$ cat config.mk
export PLATFORM = sky130hd
export DESIGN_NAME = txc_tracker
export DESIGN_NICKNAME = d
export VERILOG_FILES = /design/src/rtl/txc_pkg.sv /design/src/rtl/txc_set_bank.sv /design/src/rtl/txc_conflict_detect.sv /design/src/rtl/txc_tracker.sv
export SDC_FILE = /design/constraint.sdc
export NUM_CORES = 1
export LEC_CHECK = 0
export ABC_CLOCK_PERIOD_IN_PS = 4150
export BUFFER_PORTS_ARGS = -buffer_cell sky130_fd_sc_hd__buf_2
export CAP_MARGIN = 20
export CORE_ASPECT_RATIO = 2
export CORE_MARGIN = 2
export CORE_UTILIZATION = 45
export DETAILED_ROUTE_END_ITERATION = 10
export GPL_TIMING_DRIVEN = 0
export HOLD_SLACK_MARGIN = 0.08
export PLACE_DENSITY_LB_ADDON = 0.12
export SETUP_SLACK_MARGIN = 0.1
export SYNTH_ARGS = -nofsm -noshare
export SYNTH_HDL_FRONTEND = slang
export SYNTH_SLANG_ARGS = --single-unit
export TNS_END_PERCENT = 5
$ cat constraint.sdc
create_clock -name clk -period 4.15 [get_ports clk]
set_input_delay 1.0375 -clock clk [delete_from_list [all_inputs] [get_ports clk]]
set_output_delay 1.0375 -clock clk [all_outputs]
set_load 0.005 [all_outputs]
$ cat src/rtl/txc_pkg.sv
package txc_pkg;
  typedef enum logic [1:0] {
    CAUSE_NONE     = 2'd0,
    CAUSE_CONFLICT = 2'd1,
    CAUSE_CAPACITY = 2'd2,
    CAUSE_EXPLICIT = 2'd3
  } abort_cause_e;
endpackage

$ cat src/rtl/txc_set_bank.sv
module txc_set_bank #(
  parameter int LINES = 16,
  localparam int IDX_W = $clog2(LINES)
) (
  input  logic             clk,
  input  logic             rst_n,
  input  logic             mark_i,
  input  logic [IDX_W-1:0] idx_i,
  input  logic             clear_i,
  output logic [LINES-1:0] bits_o
);
  logic [LINES-1:0] bits_q;

  for (genvar g = 0; g < LINES; g++) begin : g_line
    logic bit_d;
    always_comb begin
      bit_d = bits_q[g];
      if (clear_i)                                   bit_d = 1'b0;
      else if (mark_i && (idx_i == IDX_W'(g)))       bit_d = 1'b1;
    end
    always_ff @(posedge clk or negedge rst_n) begin
      if (!rst_n) bits_q[g] <= 1'b0;
      else        bits_q[g] <= bit_d;
    end
  end

  assign bits_o = bits_q;

  // a clear leaves no mark behind
  p_clear_empties_r8: assert property (@(posedge clk) disable iff (!rst_n)
    clear_i |=> (bits_o == '0));
endmodule

$ cat src/rtl/txc_conflict_detect.sv
module txc_conflict_detect #(
  parameter int LINES = 16,
  localparam int IDX_W = $clog2(LINES)
) (
  input  logic             active_i,
  input  logic [LINES-1:0] rset_i,
  input  logic [LINES-1:0] wset_i,
  input  logic             snp_vld_i,
  input  logic             snp_wr_i,
  input  logic [IDX_W-1:0] snp_idx_i,
  input  logic             evict_vld_i,
  input  logic [IDX_W-1:0] evict_idx_i,
  output logic             conflict_o,
  output logic             capacity_o,
  output logic             nodata_o
);
  logic snp_rhit, snp_whit, ev_hit;

  always_comb begin
    snp_rhit   = rset_i[snp_idx_i];
    snp_whit   = wset_i[snp_idx_i];
    ev_hit     = rset_i[evict_idx_i] | wset_i[evict_idx_i];
    conflict_o = active_i & snp_vld_i & (snp_whit | (snp_wr_i & snp_rhit));
    capacity_o = active_i & evict_vld_i & ev_hit;
    nodata_o   = active_i & snp_vld_i & snp_whit;
  end
endmodule

$ cat src/rtl/txc_tracker.sv
module txc_tracker #(
  parameter int LINES = 16,
  parameter int PC_W  = 32,
  localparam int IDX_W = $clog2(LINES)
) (
  input  logic             clk,
  input  logic             rst_n,
  input  logic             tx_begin_i,
  input  logic [PC_W-1:0]  tx_begin_pc_i,
  input  logic             tx_end_i,
  input  logic             tx_abort_i,
  input  logic             ld_hit_i,
  input  logic [IDX_W-1:0] ld_idx_i,
  input  logic             st_hit_i,
  input  logic [IDX_W-1:0] st_idx_i,
  input  logic             snp_vld_i,
  input  logic             snp_wr_i,
  input  logic [IDX_W-1:0] snp_idx_i,
  input  logic             evict_vld_i,
  input  logic [IDX_W-1:0] evict_idx_i,
  output logic             tx_active_o,
  output logic             abort_o,
  output logic [1:0]       abort_cause_o,
  output logic [PC_W-1:0]  restart_pc_o,
  output logic             commit_o,
  output logic [LINES-1:0] line_inval_o,
  output logic             snp_nodata_o
);
  import txc_pkg::*;

  logic             active_q, active_d;
  logic [PC_W-1:0]  pc_q, pc_d;
  logic             abort_q, abort_d;
  abort_cause_e     cause_q, cause_d;
  logic             commit_q, commit_d;
  logic [LINES-1:0] inval_q, inval_d;

  logic [LINES-1:0] rset, wset;
  logic             conflict, capacity, kill, commit_now, clear_sets;
  logic             rd_mark, wr_mark, open_now;

  txc_conflict_detect #(.LINES(LINES)) u_detect (
    .active_i    (active_q),
    .rset_i      (rset),
    .wset_i      (wset),
    .snp_vld_i   (snp_vld_i),
    .snp_wr_i    (snp_wr_i),
    .snp_idx_i   (snp_idx_i),
    .evict_vld_i (evict_vld_i),
    .evict_idx_i (evict_idx_i),
    .conflict_o  (conflict),
    .capacity_o  (capacity),
    .nodata_o    (snp_nodata_o)
  );

  txc_set_bank #(.LINES(LINES)) u_rset (
    .clk (clk), .rst_n (rst_n), .mark_i (rd_mark), .idx_i (ld_idx_i),
    .clear_i (clear_sets), .bits_o (rset)
  );

  txc_set_bank #(.LINES(LINES)) u_wset (
    .clk (clk), .rst_n (rst_n), .mark_i (wr_mark), .idx_i (st_idx_i),
    .clear_i (clear_sets), .bits_o (wset)
  );

  // Next-state logic
  always_comb begin
    kill       = active_q & (conflict | capacity | tx_abort_i);
    commit_now = active_q & tx_end_i & ~kill;
    open_now   = ~active_q & tx_begin_i;
    rd_mark    = active_q & ld_hit_i & ~kill;
    wr_mark    = active_q & st_hit_i & ~kill;
    clear_sets = kill | commit_now | open_now;

    active_d = active_q;
    if (kill || commit_now) active_d = 1'b0;
    else if (open_now)      active_d = 1'b1;

    pc_d = open_now ? tx_begin_pc_i : pc_q;

    abort_d  = kill;
    commit_d = commit_now;
    inval_d  = kill ? wset : '0;
    if (!kill)          cause_d = CAUSE_NONE;
    else if (conflict)  cause_d = CAUSE_CONFLICT;
    else if (capacity)  cause_d = CAUSE_CAPACITY;
    else                cause_d = CAUSE_EXPLICIT;
  end

  // Registers
  always_ff @(posedge clk or negedge rst_n) begin
    if (!rst_n) begin
      active_q <= 1'b0;
      pc_q     <= '0;
      abort_q  <= 1'b0;
      cause_q  <= CAUSE_NONE;
      commit_q <= 1'b0;
      inval_q  <= '0;
    end else begin
      active_q <= active_d;
      if (open_now) pc_q <= pc_d;
      abort_q  <= abort_d;
      cause_q  <= cause_d;
      commit_q <= commit_d;
      inval_q  <= inval_d;
    end
  end

  assign tx_active_o   = active_q;
  assign abort_o       = abort_q;
  assign abort_cause_o = cause_q;
  assign restart_pc_o  = pc_q;
  assign commit_o      = commit_q;
  assign line_inval_o  = inval_q;

  // snoop read onto a written line aborts one cycle later as a conflict
  p_rd_snoop_abort_r3: assert property (@(posedge clk) disable iff (!rst_n)
    (tx_active_o && snp_vld_i && !snp_wr_i && wset[snp_idx_i])
      |=> (abort_o && abort_cause_o == 2'd1));

  // abort and commit never pulse together
  p_abort_commit_excl_r10: assert property (@(posedge clk) disable iff (!rst_n)
    !(abort_o && commit_o));

  // nothing is raised one cycle after an idle cycle
  p_idle_quiet_r11: assert property (@(posedge clk) disable iff (!rst_n)
    !tx_active_o |=> (!abort_o && !commit_o));

  // the invalidation mask only appears alongside an abort
  p_inval_with_abort_r8: assert property (@(posedge clk) disable iff (!rst_n)
    (line_inval_o != '0) |-> abort_o);

  // the fallback address holds while a transaction stays open
  p_pc_hold_r7: assert property (@(posedge clk) disable iff (!rst_n)
    (tx_active_o && $past(tx_active_o)) |-> $stable(restart_pc_o));

  // a completed transaction is closed when the pulse appears
  p_pulse_closes_r9: assert property (@(posedge clk) disable iff (!rst_n)
    (abort_o || commit_o) |-> !tx_active_o);
endmodule

==> results.md <==
- Status: finished, final reports clean
- Post-synth ARST share: 100%
- Max-cap viol count: 0
- Peak VDD IR: 309 uV
- Worst hold path stage count: 1
- Register-to-register setup slack: 1.75 ns
- Sink Count: 85
- Sequential Power Share: 45.9%
- Syn Inst Count: 348
- Vias in the first global route: 3,100
- Remaining antenna violation count after routing: 0
- # Post-CTS Setup Buffers: 0
- Number of detailed-route iterations in the first pass: 4
- RSZ-0062 raised after global routing: no
- Final worst slack: 0.894 ns
- Setup crit start: snp_idx_i[0]
- CTS max path bufs: 2
- Gr usage total: 22.9%
- Hold WS: 0.499 ns
- WS Path Type: input pin to output port
- Detailed placer's ending HPWL: 8.46 mm
- Rows: 48
- Resize count post-CTS: 0
- Final-stage net count: 528
- Final period util: 78.4%
- Area Overhead vs Synth: 25.8%
- Initial Util: 45.7%
- # hold bufs at CTS: 0
- Clock Skew: 0.0100 ns
- Switching part of the total: 24.8%
- Crit path required time: 3.11 ns
- Vias/cell: 5.54
- H-tree level count: 3
- First-pass GRT wire length: 16.2 mm
- EDFF count, synth: 0
- Hold EP: restart_pc_o[0]
- Post-synth top area share: 54.5%
- Hold path startpoint: restart_pc_o[0]
- Reg2Reg Depth: 6
- Sw power: 0.497 mW
- Net Count, Synth: 406
- RR Endpoint: u_wset.bits_o[3]
- Critical Path End Type: output port
- DRT Wirelength: 10.5 mm
- Final-report setup violation count: 0
- Residual DRC: 0
- Worst EP arrival: 2.22 ns
- Leakage power figure: 2.35 nW
- Layout cells sized above 1: 38.1%
- Top_reg_cell synth: dfrtp_1
- RePlAce Congestion: 0.920
- ANT cells: 0
- CTS tree: yes
- Leading area contributor after synthesis: dfrtp_1
- Cell Count, Final, Fillers Out: 575
- Logic pwr share: 15.2%
- Minimum clock period: 3.26 ns
- PwrDens: 409 nW/um^2
- Setup crit start kind: input pin
- Clock Pin Slew Worst Setup and Hold Paths: 0.06 ns
- Die area: 9480 um^2
- RR Startpoint: tx_active_o
- Placement Setup Slack: 0.891 ns
- I/O pin count: 112
- Distinct cell type count after synthesis: 39
- Syn Area/Cell: 11.2 um^2
- Slew Limit Fails: 0
- Yosys warnings: 0
- Synth Register Bits: 85
- Initial antenna violation count: 0
- Crit path max fanout: 10
- Setup TNS: 0 ns
- Die Ht: 136 um
- Clk Latency, worst-skew pair: 0.33 ns
- DR iter-0 viols: 197
- Area contributors post-synth: dfrtp_1 55%, mux2_2 9.2%, nor2_1 6.2%
- Port Buf Inserts: 110
- Root Buffer: clkbuf_16
- Peak Freq: 307 MHz
- CTS Buf Count: 9
- Least-Margin Pin Slew: 0.635 ns
- Clk network pwr share: 38.9%
- Fillers: 785
- Post-DR wirelength/cell: 18.3 um
- Routed via count: 3,186
- Core Area: 8530 um^2
- Register area share after synthesis: 54.5%
- Largest net degree at the start of global routing: 56
- Fin. Hold Viols: 0
- Synth Cell Area: 3900 um^2
- Slew headroom: 57.3%
- Worst Hold Class: register to register
- Die width: 69.8 um
- Inst Count DP: 559
- Total Power: 2.01 mW
- Internal Power: 1.51 mW
- GR Overflow Total: 0
-- power groups by stage --
stage / Combinational, mW / Sequential (mW) / Clock (mW)
after floorplan: 0.146 / 0.944 / 0
after global placement: 0.303 / 0.934 / 0
after detailed placement: 0.312 / 0.937 / 0
after CTS: 0.312 / 0.922 / 0.801
after global routing: 0.336 / 0.929 / 0.833
final: 0.306 / 0.921 / 0.781
-- registers in the layout, summed over array words and instances (netlist names) --
signal and flops:
restart_pc_o 32, line_inval_o 16, u_rset.bits_o 16, u_wset.bits_o 16
abort_cause_o 2, abort_o 1, commit_o 1, tx_active_o 1
-- cell families (layout without fill, tap and decap cells) --
group           after synthesis  count (layout)  synth area share [%]
simple gates                139             139                  17.5
flops                        85              85                  54.5
compound gates               53              53                  10.3
buf+inv                      25             152                  3.72
mux                          46              46                  14.0
-- Yosys cell counts, drive strengths merged (2+ instances only) --
cell type  count
mux2          34
nor2b          5
nand3          6
mux2i          9
a211oi         7
a31oi         32
buf           11
dfrtp         85
nor2          64
inv            2
and2           2
nor3          15
mux4           3
a2111oi        2
clkbuf        12
nand3b         6
o41ai          2
nand2b         6
nand2          7
a22oi          2
a221oi         2
and3          19
nor4           4
-- worst max-delay path, cell delays in order --
cell and delay (ns):
buf_6 0.10, buf_6 0.18, mux2_1 0.36, a221oi_2 0.27, a221oi_2 0.12, buf_2 0.14
-- layout make-up --
| cell class | instances | area [um^2] | share of cell area (%) |
|---|---|---|---|
| Tap cell | 100 | 125 | 2.55 |
| Sequential cell | 85 | 2130 | 43.4 |
| Buffer | 23 | 138 | 2.81 |
| Clock inverter | 7 | 73.8 | 1.50 |
| Clock buffer | 9 | 225 | 4.59 |
| Timing Repair Buffer | 111 | 581 | 11.8 |
| Multi-Input combinational cell | 238 | 1630 | 33.2 |
| Inverter | 2 | 7.51 | 0.153 |
-- metrics by stage --
stage	util (%)	instance area [um^2]
after floorplan	-	3900
after global placement	53.7	4580
after detailed placement	54.0	4610
after CTS	57.5	4910
after global routing	57.5	4910
final	57.5	4910
-- worst max path at each step --
| stage | to | slack, ns | cells after the start |
|---|---|---|---|
| 2_1_floorplan | snp_nodata_o | 1.14 | 5 |
| 3_3_place_gp | snp_nodata_o | 0.93 | 6 |
| 3_5_place_dp | snp_nodata_o | 0.89 | 6 |
| 4_1_cts | snp_nodata_o | 0.89 | 6 |
| 5_1_grt | snp_nodata_o | 0.83 | 6 |
| 6_report | snp_nodata_o | 0.89 | 6 |
-- routing by layer --
layer | part of all wire, % | track usage, % | up-vias
met5 | 0 | 0 | -
met4 | 4.3 | 13.5 | 0
met3 | 5.4 | 4.69 | 23
met2 | 57 | 42.8 | 114
met1 | 33 | 22.9 | 1531
li1 | - | - | 1518
-- placed cells by master (no fill, tap or decap), drive strengths merged, types with 2 or more instances in the layout --
master	n
mux2i	9
a31oi	32
and3	19
nor2	64
a22oi	2
nand3b	6
a221oi	2
dfrtp	85
mux4	3
o41ai	2
nor3	15
a211oi	7
mux2	34
inv	3
a2111oi	2
nor4	4
clkinv	4
nand2	7
nor2b	5
nand3	6
buf	122
and2	2
nand2b	6
clkbuf	21
Power figures use the tool's default switching activity.
